$ cat config.mk
export PLATFORM = sky130hd
export DESIGN_NAME = uwr_rx_top
export DESIGN_NICKNAME = d
export VERILOG_FILES = /design/src/rtl/uwr_pkg.sv /design/src/rtl/uwr_baud_tick.sv /design/src/rtl/uwr_frame_eng.sv /design/src/rtl/uwr_wake_ctl.sv /design/src/rtl/uwr_rx_top.sv
export SDC_FILE = /design/constraint.sdc
export NUM_CORES = 1
export LEC_CHECK = 0
export BUFFER_PORTS_ARGS = -buffer_cell sky130_fd_sc_hd__buf_2
export CAP_MARGIN = 10
export CORE_AREA = 10 10 117 119
export CTS_CLUSTER_DIAMETER = 100
export DETAILED_ROUTE_END_ITERATION = 8
export DIE_AREA = 0 0 127 129
export PLACE_DENSITY_LB_ADDON = 0.15
export SLEW_MARGIN = 20
export SYNTH_ARGS = -nofsm -noshare
export SYNTH_HDL_FRONTEND = slang
export SYNTH_SLANG_ARGS = --single-unit
$ cat constraint.sdc
create_clock -name clk -period 5.5 [get_ports clk]
set_input_delay 0.55 -clock clk [delete_from_list [all_inputs] [get_ports clk]]
set_output_delay 0.55 -clock clk [all_outputs]
set_load 0.02 [all_outputs]
$ cat src/rtl/uwr_pkg.sv
package uwr_pkg;

  localparam int DW = 9;

  typedef enum logic [2:0] {
    FS_IDLE,
    FS_START,
    FS_DATA,
    FS_PAR,
    FS_STOP
  } fstate_e;

  function automatic logic maj3(input logic a, input logic b, input logic c);
    return (a & b) | (a & c) | (b & c);
  endfunction

  function automatic logic split3(input logic a, input logic b, input logic c);
    return !((a == b) && (b == c));
  endfunction

  // expected parity bit for the aligned word
  function automatic logic par_bit(input logic [DW-1:0] d, input logic nine, input logic odd);
    logic p;
    p = ^(nine ? d : {1'b0, d[DW-2:0]});
    return p ^ odd;
  endfunction

  // bit cells in one frame: start + data + parity + stop
  function automatic int unsigned frame_bits(input logic nine, input logic pen);
    return 32'd10 + {31'd0, nine} + {31'd0, pen};
  endfunction

endpackage

$ cat src/rtl/uwr_baud_tick.sv
module uwr_baud_tick #(
  parameter int DIV_W = 13
) (
  input  logic             clk,
  input  logic             rst_n,
  input  logic [DIV_W-1:0] div,
  output logic             tick
);
  logic [DIV_W-1:0] cnt;
  logic [DIV_W-1:0] lim;

  assign lim  = (div == '0) ? '0 : div - 1'b1;
  assign tick = (cnt >= lim);

  always_ff @(posedge clk or negedge rst_n) begin
    if (!rst_n) cnt <= '0;
    else        cnt <= tick ? '0 : cnt + 1'b1;
  end
endmodule

$ cat src/rtl/uwr_frame_eng.sv
module uwr_frame_eng
  import uwr_pkg::*;
#(
  parameter int OSR = 16
) (
  input  logic          clk,
  input  logic          rst_n,
  input  logic          tick,
  input  logic          rx,
  input  logic          nine,
  input  logic          par_en,
  input  logic          par_odd,
  output logic          done,
  output logic [DW-1:0] word,
  output logic          ferr,
  output logic          perr,
  output logic          nerr
);
  localparam int SW = $clog2(OSR);
  localparam logic [SW-1:0] S_A   = SW'(OSR / 2 - 1);
  localparam logic [SW-1:0] S_B   = SW'(OSR / 2);
  localparam logic [SW-1:0] S_C   = SW'(OSR / 2 + 1);
  localparam logic [SW-1:0] S_END = SW'(OSR - 1);

  fstate_e       st;
  logic [SW-1:0] sub;
  logic [3:0]    bitn;
  logic [DW-1:0] shreg;
  logic          smp_a, smp_b, pbit, nacc, last_hi;
  logic          bit_v, bit_n;
  logic [3:0]    nbits;
  logic [DW-1:0] aligned;

  assign bit_v   = maj3(smp_a, smp_b, rx);
  assign bit_n   = split3(smp_a, smp_b, rx);
  assign nbits   = nine ? 4'd9 : 4'd8;
  assign aligned = nine ? shreg : {1'b0, shreg[DW-1:1]};

  always_ff @(posedge clk or negedge rst_n) begin
    if (!rst_n) begin
      st <= FS_IDLE; sub <= '0; bitn <= '0; shreg <= '0;
      smp_a <= 1'b1; smp_b <= 1'b1; pbit <= 1'b0; nacc <= 1'b0;
      last_hi <= 1'b0; done <= 1'b0; word <= '0;
      ferr <= 1'b0; perr <= 1'b0; nerr <= 1'b0;
    end else begin
      done <= 1'b0;
      if (tick) begin
        if (st == FS_IDLE) begin
          if (!rx && last_hi) begin
            st <= FS_START; sub <= '0; nacc <= 1'b0;
          end else if (rx) begin
            last_hi <= 1'b1;
          end
        end else begin
          sub <= sub + 1'b1;
          if (sub == S_A) smp_a <= rx;
          if (sub == S_B) smp_b <= rx;
          if (sub == S_C) begin
            case (st)
              FS_START: begin
                if (bit_v) begin st <= FS_IDLE; last_hi <= 1'b1; end
                else nacc <= nacc | bit_n;
              end
              FS_DATA: begin
                shreg <= {bit_v, shreg[DW-1:1]};
                bitn  <= bitn + 1'b1;
                nacc  <= nacc | bit_n;
              end
              FS_PAR: begin
                pbit <= bit_v;
                nacc <= nacc | bit_n;
              end
              FS_STOP: begin
                st      <= FS_IDLE;
                last_hi <= bit_v;
                done    <= 1'b1;
                word    <= aligned;
                ferr    <= !bit_v;
                perr    <= par_en && (pbit != par_bit(aligned, nine, par_odd));
                nerr    <= nacc | bit_n;
              end
              default: ;
            endcase
          end
          if (sub == S_END) begin
            case (st)
              FS_START: begin st <= FS_DATA; bitn <= '0; end
              FS_DATA:  if (bitn == nbits) st <= par_en ? FS_PAR : FS_STOP;
              FS_PAR:   st <= FS_STOP;
              default: ;
            endcase
          end
        end
      end
    end
  end
endmodule

$ cat src/rtl/uwr_wake_ctl.sv
module uwr_wake_ctl
  import uwr_pkg::*;
#(
  parameter int OSR = 16
) (
  input  logic clk,
  input  logic rst_n,
  input  logic tick,
  input  logic rx,
  input  logic nine,
  input  logic par_en,
  input  logic wake_addr,
  input  logic sleep_req,
  input  logic done,
  input  logic msb,
  output logic asleep,
  output logic wake_evt,
  output logic deliver
);
  localparam int IW = $clog2(OSR * (DW + 3) + 1);

  logic [IW-1:0] idle_cnt;
  logic [IW-1:0] thresh;
  logic          idle_full;

  assign thresh    = IW'(frame_bits(nine, par_en) * OSR);
  assign idle_full = (idle_cnt >= thresh);
  assign wake_evt  = asleep && !sleep_req &&
                     (wake_addr ? (done && msb) : idle_full);
  assign deliver   = done && !sleep_req && (!asleep || (wake_addr && msb));

  always_ff @(posedge clk or negedge rst_n) begin
    if (!rst_n) begin
      idle_cnt <= '0;
      asleep   <= 1'b0;
    end else begin
      if (sleep_req || (tick && !rx))      idle_cnt <= '0;
      else if (tick && !idle_full)         idle_cnt <= idle_cnt + 1'b1;
      if (sleep_req)     asleep <= 1'b1;
      else if (wake_evt) asleep <= 1'b0;
    end
  end
endmodule

$ cat src/rtl/uwr_rx_top.sv
module uwr_rx_top
  import uwr_pkg::*;
#(
  parameter int DIV_W = 13,
  parameter int OSR   = 16
) (
  input  logic             clk,
  input  logic             rst_n,
  input  logic             rx_i,
  input  logic [DIV_W-1:0] baud_div,
  input  logic             nine_bit,
  input  logic             par_en,
  input  logic             par_odd,
  input  logic             wake_addr,
  input  logic             sleep_req,
  output logic [DW-1:0]    rx_data,
  output logic             rx_valid,
  output logic             err_frame,
  output logic             err_parity,
  output logic             err_noise,
  output logic             err_any,
  output logic             asleep
);
  logic [1:0]    sync_q;
  logic          rx_s;
  logic          tick_w;
  logic          done_w, ferr_w, perr_w, nerr_w;
  logic [DW-1:0] word_w;
  logic          msb_w, wake_evt_w, deliver_w;

  always_ff @(posedge clk or negedge rst_n) begin
    if (!rst_n) sync_q <= 2'b11;
    else        sync_q <= {sync_q[0], rx_i};
  end
  assign rx_s  = sync_q[1];
  assign msb_w = nine_bit ? word_w[DW-1] : word_w[DW-2];

  uwr_baud_tick #(.DIV_W(DIV_W)) u_tick (
    .clk(clk), .rst_n(rst_n), .div(baud_div), .tick(tick_w)
  );

  uwr_frame_eng #(.OSR(OSR)) u_eng (
    .clk(clk), .rst_n(rst_n), .tick(tick_w), .rx(rx_s),
    .nine(nine_bit), .par_en(par_en), .par_odd(par_odd),
    .done(done_w), .word(word_w), .ferr(ferr_w), .perr(perr_w), .nerr(nerr_w)
  );

  uwr_wake_ctl #(.OSR(OSR)) u_wake (
    .clk(clk), .rst_n(rst_n), .tick(tick_w), .rx(rx_s),
    .nine(nine_bit), .par_en(par_en), .wake_addr(wake_addr),
    .sleep_req(sleep_req), .done(done_w), .msb(msb_w),
    .asleep(asleep), .wake_evt(wake_evt_w), .deliver(deliver_w)
  );

  always_ff @(posedge clk or negedge rst_n) begin
    if (!rst_n) begin
      rx_data <= '0; rx_valid <= 1'b0;
      err_frame <= 1'b0; err_parity <= 1'b0; err_noise <= 1'b0; err_any <= 1'b0;
    end else begin
      rx_valid <= deliver_w;
      if (deliver_w) begin
        rx_data    <= word_w;
        err_frame  <= ferr_w;
        err_parity <= perr_w;
        err_noise  <= nerr_w;
        err_any    <= ferr_w | perr_w | nerr_w;
      end
    end
  end
endmodule

### Yosys cells after proc, flatten, opt, wreduce, memory -nomap -nowiden

Cells that the tools add are included.

| word-level totals | value |
|---|---|
| flip-flop bits (word level) | 76 |
| bits of input ports | 21 |
| output and inout port bits | 15 |
| logic and storage cells | 138 |

| operators by class | value |
|---|---|
| add/sub/neg operators | 7 |
| order comparisons | 2 |
| equal/unequal tests | 17 |
| mux-type cells | 41 |
| bitwise logic cells | 10 |
| reductions and logical operators | 37 |

Operators by type and width:

| cell | number |
|---|---|
| $mux W13 | 2 |
| $mux W4 | 6 |
| $mux W3 | 7 |
| $mux W1 | 18 |
| $mux W9 | 2 |
| $mux W8 | 2 |
| $add A13 B1 Y13 const B | 1 |
| $ge A13 B13 Y1 | 1 |
| $logic_not A13 Y1 | 1 |
| $sub A13 B1 Y13 const B | 1 |
| $eq A4 B4 Y1 const B | 3 |
| $reduce_and A4 Y1 | 3 |
| $logic_and A1 B1 Y1 | 11 |
| $pmux W3 S3 | 1 |
| $reduce_xor A9 Y1 | 1 |
| $add A4 B1 Y4 const B | 2 |
| $add A8 B1 Y8 const B | 1 |
| $ge A8 B8 Y1 | 1 |
| $eq A3 B2 Y1 const B | 2 |
| $logic_not A1 Y1 | 6 |
| $ne A2 B2 Y1 const B | 3 |
| $pmux W3 S2 | 1 |
| $reduce_and A3 Y1 | 2 |
| $reduce_and A6 Y1 | 1 |
| 22 further kinds | 35 |

### Longest topological paths before layout

| logic depth | value |
|---|---|
| depth in word-level cells | 10 |
| mapped depth | 15 |
| gate-level depth less buffers | 12 |

### Modules after synthesis

From an unflattened synthesis, not the netlist that was laid out.

| second synthesis, totals | value |
|---|---|
| cells, all modules | 453 |
| area, all modules | 4581.9 um^2 |

Modules (own cells, without submodules):

| module | instances | cells each | area an instance (um^2) | sequential area each (um^2) |
|---|---|---|---|---|
| uwr_frame_eng | 1 | 197 | 2028.2 | 953.4 |
| uwr_baud_tick | 1 | 135 | 1196.1 | 325.3 |
| uwr_wake_ctl | 1 | 88 | 753.2 | 225.2 |
| uwr_rx_top | 1 | 33 | 604.3 | 402.9 |

### Worst setup path after synthesis

No wires, ideal clock.

| timing | value |
|---|---|
| kind | input port to flip-flop |
| start point | input baud_div[8] |
| end point | register u_eng.ferr |
| setup time | 125 ps |
| data arrival time | 3633 ps |
| data required time | 5375 ps |
| setup slack | 1742 ps |
| cell stages on the path | 13 |
| cells stage by stage | or3_4 or3_1 or3_1 or2_4 buf_6 nand2_1 ha_1 nand4_1 nor4_1 a211oi_1 a211oi_2 buf_6 mux2_2 |

| between the ends | value |
|---|---|
| cells in the longest elaborated chain, start to end | 4 |
| elaborated cells on any way between the ends | 5 |

Ends and longest elaborated chain:

| item | line | RTL |
|---|---|---|
| from (decl) | uwr_rx_top.sv:10 | `input logic [DIV_W-1:0] baud_div,` |
| $sub A13 B1 Y13 or $logic_not A13 Y1 (tied branches) | uwr_baud_tick.sv:12 | `assign lim = (div == '0) ? '0 : div - 1'b1;` |
| $mux W13 (*) | uwr_baud_tick.sv:12 |  |
| $ge A13 B13 Y1 (*) | uwr_baud_tick.sv:13 | `assign tick = (cnt >= lim);` |
| $reduce_and A4 Y1 (no line) (*) | n/a |  |
| to (signal assigned) | uwr_frame_eng.sv:78 | `ferr <= !bit_v;` |
| to (decl) | uwr_frame_eng.sv:15 | `output logic ferr,` |

Mark *: on every way between the ends. The rest lies on a longest branch, timed or not.
A chain may end at the register's enable or synchronous reset.

### Final worst setup path

| timing | value |
|---|---|
| start point | input baud_div[8] |
| end point | register u_eng.nerr |

| between the ends | value |
|---|---|
| cells in the longest elaborated chain, start to end | 4 |
| elaborated cells on any way between the ends | 5 |

Ends and longest elaborated chain:

| item | line | RTL |
|---|---|---|
| $sub A13 B1 Y13 or $logic_not A13 Y1 (tied branches) | uwr_baud_tick.sv:12 |  |
| $mux W13 (*) | uwr_baud_tick.sv:12 |  |
| $ge A13 B13 Y1 (*) | uwr_baud_tick.sv:13 |  |
| $reduce_and A4 Y1 (no line) (*) | n/a |  |
| to (signal assigned) | uwr_frame_eng.sv:80 | `nerr <= nacc \| bit_n;` |
| to (decl) | uwr_frame_eng.sv:17 | `output logic nerr` |

Marks and branches as above.

==> qor.yml <==
die:
  die_w_um: 127
  rows: 39
  core_mm2: 0.01132
  die_area_mm2: 0.01638
  fp.dieH_um: 129
  ioPinCount: 36
  initial_core_util: 0.3960
clock_network:
  root_buffer: "clkbuf_16"
  cts_buffers: 9
  h-tree-depth: 3
  cts_setup_buffers: 0
  clock_latency_ns: 0.34
  cts_resized: 0
  cts_buffer_depth: 2
  cts_tree: "done"
  clk_pin_slew_ns: 0.06
  clock_sinks: 76
  hold_buffers: 0
power_and_ir_drop:
  power_switching_mw: 0.4434
  ir_drop_mv: 0.1592
  clkPwrFrac: 0.424
  pwr-share-seq: 0.413
  combPwrFrac: 0.163
  p_leak_nw: 2.468
  switching_share: 0.2766
  power.total_mw: 1.603
  p_int_mw: 1.159
  cellPowerDensity_mw_per_mm2: 312.3
placed_design:
  dpl.hpwl_um: 7143
  gp_congestion: 0.8611
  portBuffers: 35
  placed_area_mm2: 0.004793
sta:
  setup_violations: 0
  final_hold_viol_count: 0
  finalSetupTns_ns: 0
  slew-limit-headroom: 0.3516
  tightest_slew_ns: 0.9726
  whs_ns: 0.3145
  drv_slew: 0
  period_minus_slack_ns: 3.989
  fmax_ghz: 0.2507
  period_share: 0.7253
  fin_worst_skew_ns: 0.003562
  rsz0062_at_grt: "false"
route:
  postRouteWirelength_um: 9906
  vias_per_cell: 5.460
  drt_iter0_drc: 180
  vias: 3358
  drc_errors: 0
  wl_per_cell_um: 16.11
  firstDrtPassIters: 4
  ant_nets: 0
flow_run:
  maxCapViolations: 0
setup_path:
  reg2reg_slack_ns: 2.68
  reg2regPathDepth: 7
  r2r-start: "u_tick.cnt[10]$_DFF_PN0_"
  worstPathRequired_ns: 5.72
  slowest_delay_ns: 0.55
  crit_chain: "buf_2 -> or3_4 -> or3_1 -> or3_1 -> or2_4 -> nand2_1 -> ha_1 -> nand4_1 -> nor4_1 -> a211oi_2 -> a211oi_2 -> buf_4 -> mux2_2"
  critPathCaptureType: "flop"
  crit_fanout: 12
  cp.arrival_ns: 4.21
  critPathKind: "input port to flop"
  slowest_stage: "a211oi_2"
  critPathTopFamily: "simple AND/OR/NAND/NOR gates"
  r2r_end: "u_eng.nerr$_DFFE_PN0P_"
  critPathBufInv: 2
  critPathLaunchType: "input port"
logic_synthesis:
  yosys.area.top_type_share: 0.4019
  synth_edf_count: 0
  yosys_most_used_dff: "dfrtp_1"
  syn_area_per_cell_um2: 10.31
  yosys_warnings: 0
  yosys.area.top_type: "dfrtp_1"
  synth_nets: 483
  ys_seq_elements: 76
  syn_inst: 435
  ys_async_sr_fraction: 1.000
  synthesis.area_mm2: 0.004483
  synth_cell_types: 65
  synthTopCellsByArea: "dfrtp_1 (40%), mux2_2 (10%), ha_1 (7.5%)"
  ys_seq_area_frac: 0.4253
final_layout:
  n_antenna_cell: 0
  area_growth_pct: 14.49
  nNetsFinal: 516
  drive_gt1_frac: 0.2373
  utilization: 0.4534
  fill_cells: 1111
  design_area_mm2: 0.005132
global_route:
  grt_max_degree: 77
  grt_overflow: 0
  antenna_found_initial: 0
  grt_usage: 0.1248
  grt_pass1_wl_um: 17020
  grt_pass1_vias: 3510
worst_hold_path:
  min_path_type: "input port to flop"
  hold_path_depth: 1
  holdCritStartpoint: "rx_i"
  hold_end: "sync_q[0]$_DFF_PN1_"
run_status:
  status: "complete, no violations"
==> layout make-up <==
class,count,area [µm²],area share
Tap cell,143,178.9,0.03486
Timing Repair Buffer,40,215.2,0.04193
Sequential cell,76,1907,0.3715
Inverter,28,105.1,0.02048
Multi-Input combinational cell,313,2387,0.4651
Clock buffer,9,225.2,0.04388
Clock inverter,6,113.9,0.02218
==> routing by layer <==
layer | vias up | global-route usage | wire length (µm) | part of all wire
li1 | 1634 | - | - | -
met1 | 1657 | 0.1531 | 4527 | 0.46
met2 | 52 | 0.2129 | 4914 | 0.50
met3 | 15 | 0.02505 | 297 | 0.030
met4 | 0 | 0.04421 | 166 | 0.017
met5 | - | 0 | 0 | 0
==> cell usage after synthesis (4+ instances only) <==
cell	instances
mux2i_1	5
ha_1	27
nand4_1	4
dfstp_2	4
nand2b_1	7
xor2_1	15
clkbuf_1	11
nand3_1	12
inv_1	28
o21ai_0	11
mux2_2	41
buf_2	5
a211oi_1	5
nand2_1	33
dfrtp_1	72
a21oi_1	17
nor3_1	7
or3_1	5
nor2_1	26
and3_1	11
xnor2_1	15
o32ai_1	6
==> registers in the layout (all words and copies together), names as in the netlist, 2 cells and up <==
signal / cells
rx_data: 9
sync_q: 2
u_eng.bitn: 4
u_eng.shreg: 9
u_eng.st: 3
u_eng.sub: 4
u_eng.word: 9
u_tick.cnt: 13
u_wake.idle_cnt: 8
==> power by group through the flow <==
stage	logic (mW)	registers (mW)	clock network, mW
floorplan	0.189	0.650	0
global placement	0.251	0.672	0
detailed placement	0.260	0.671	0
CTS	0.263	0.662	0.689
global route	0.302	0.669	0.716
finish	0.261	0.663	0.679
==> cell usage in the layout, fill, tap and decap left out, types with 7 or more instances in the layout <==
cell type,count
nor3_1,7
buf_2,34
dfrtp_1,72
nand3_1,12
a21oi_1,17
mux2_2,41
nand2b_1,7
o21ai_0,11
xor2_1,15
inv_1,28
ha_1,27
and3_1,11
clkbuf_16,9
nand2_1,33
nor2_1,26
xnor2_1,15
==> worst max path at each step <==
stage | from | to | slack, ns | depth (start not counted)
global placement | baud_div[8] | u_eng.word[5]$_DFFE_PN0P_ | 1.23 | 13
finish | baud_div[8] | u_eng.nerr$_DFFE_PN0P_ | 1.51 | 13
CTS | baud_div[8] | u_eng.nerr$_DFFE_PN0P_ | 1.47 | 13
floorplan | baud_div[8] | u_eng.ferr$_DFFE_PN0P_ | 1.74 | 13
detailed placement | baud_div[8] | u_eng.word[6]$_DFFE_PN0P_ | 1.14 | 13
global route | baud_div[6] | u_eng.ferr$_DFFE_PN0P_ | 1.18 | 13
==> cells by family (layout without fill, tap and decap cells) <==
family	Yosys count	after routing	share of synthesized area
AO/OA/AOI/OAI	75	75	0.1175
buffers and inverters	46	83	0.04326
XOR/XNOR	31	31	0.06364
AND/OR/NAND/NOR	134	134	0.1608
adder cells (fa/ha/maj)	27	27	0.07535
flip-flops	76	76	0.4253
multiplexers	46	46	0.1141
==> through the flow <==
step | cells | setup slack, ns
CTS | 615 | 1.470
global route | 615 | 1.181
detailed placement | 600 | 1.136
floorplan | 435 | 1.742
global placement | 600 | 1.226
finish | 615 | 1.511
==> worst register-to-register path: stages, from the launching register on <==
cell	delay [ns]
dfrtp_1	0.42
ha_1	0.32
nand4_1	0.17
nor4_1	0.48
a211oi_2	0.12
a211oi_2	0.55
buf_4	0.29
mux2_2	0.35
Note: power is estimated with default switching activity, not from simulation.
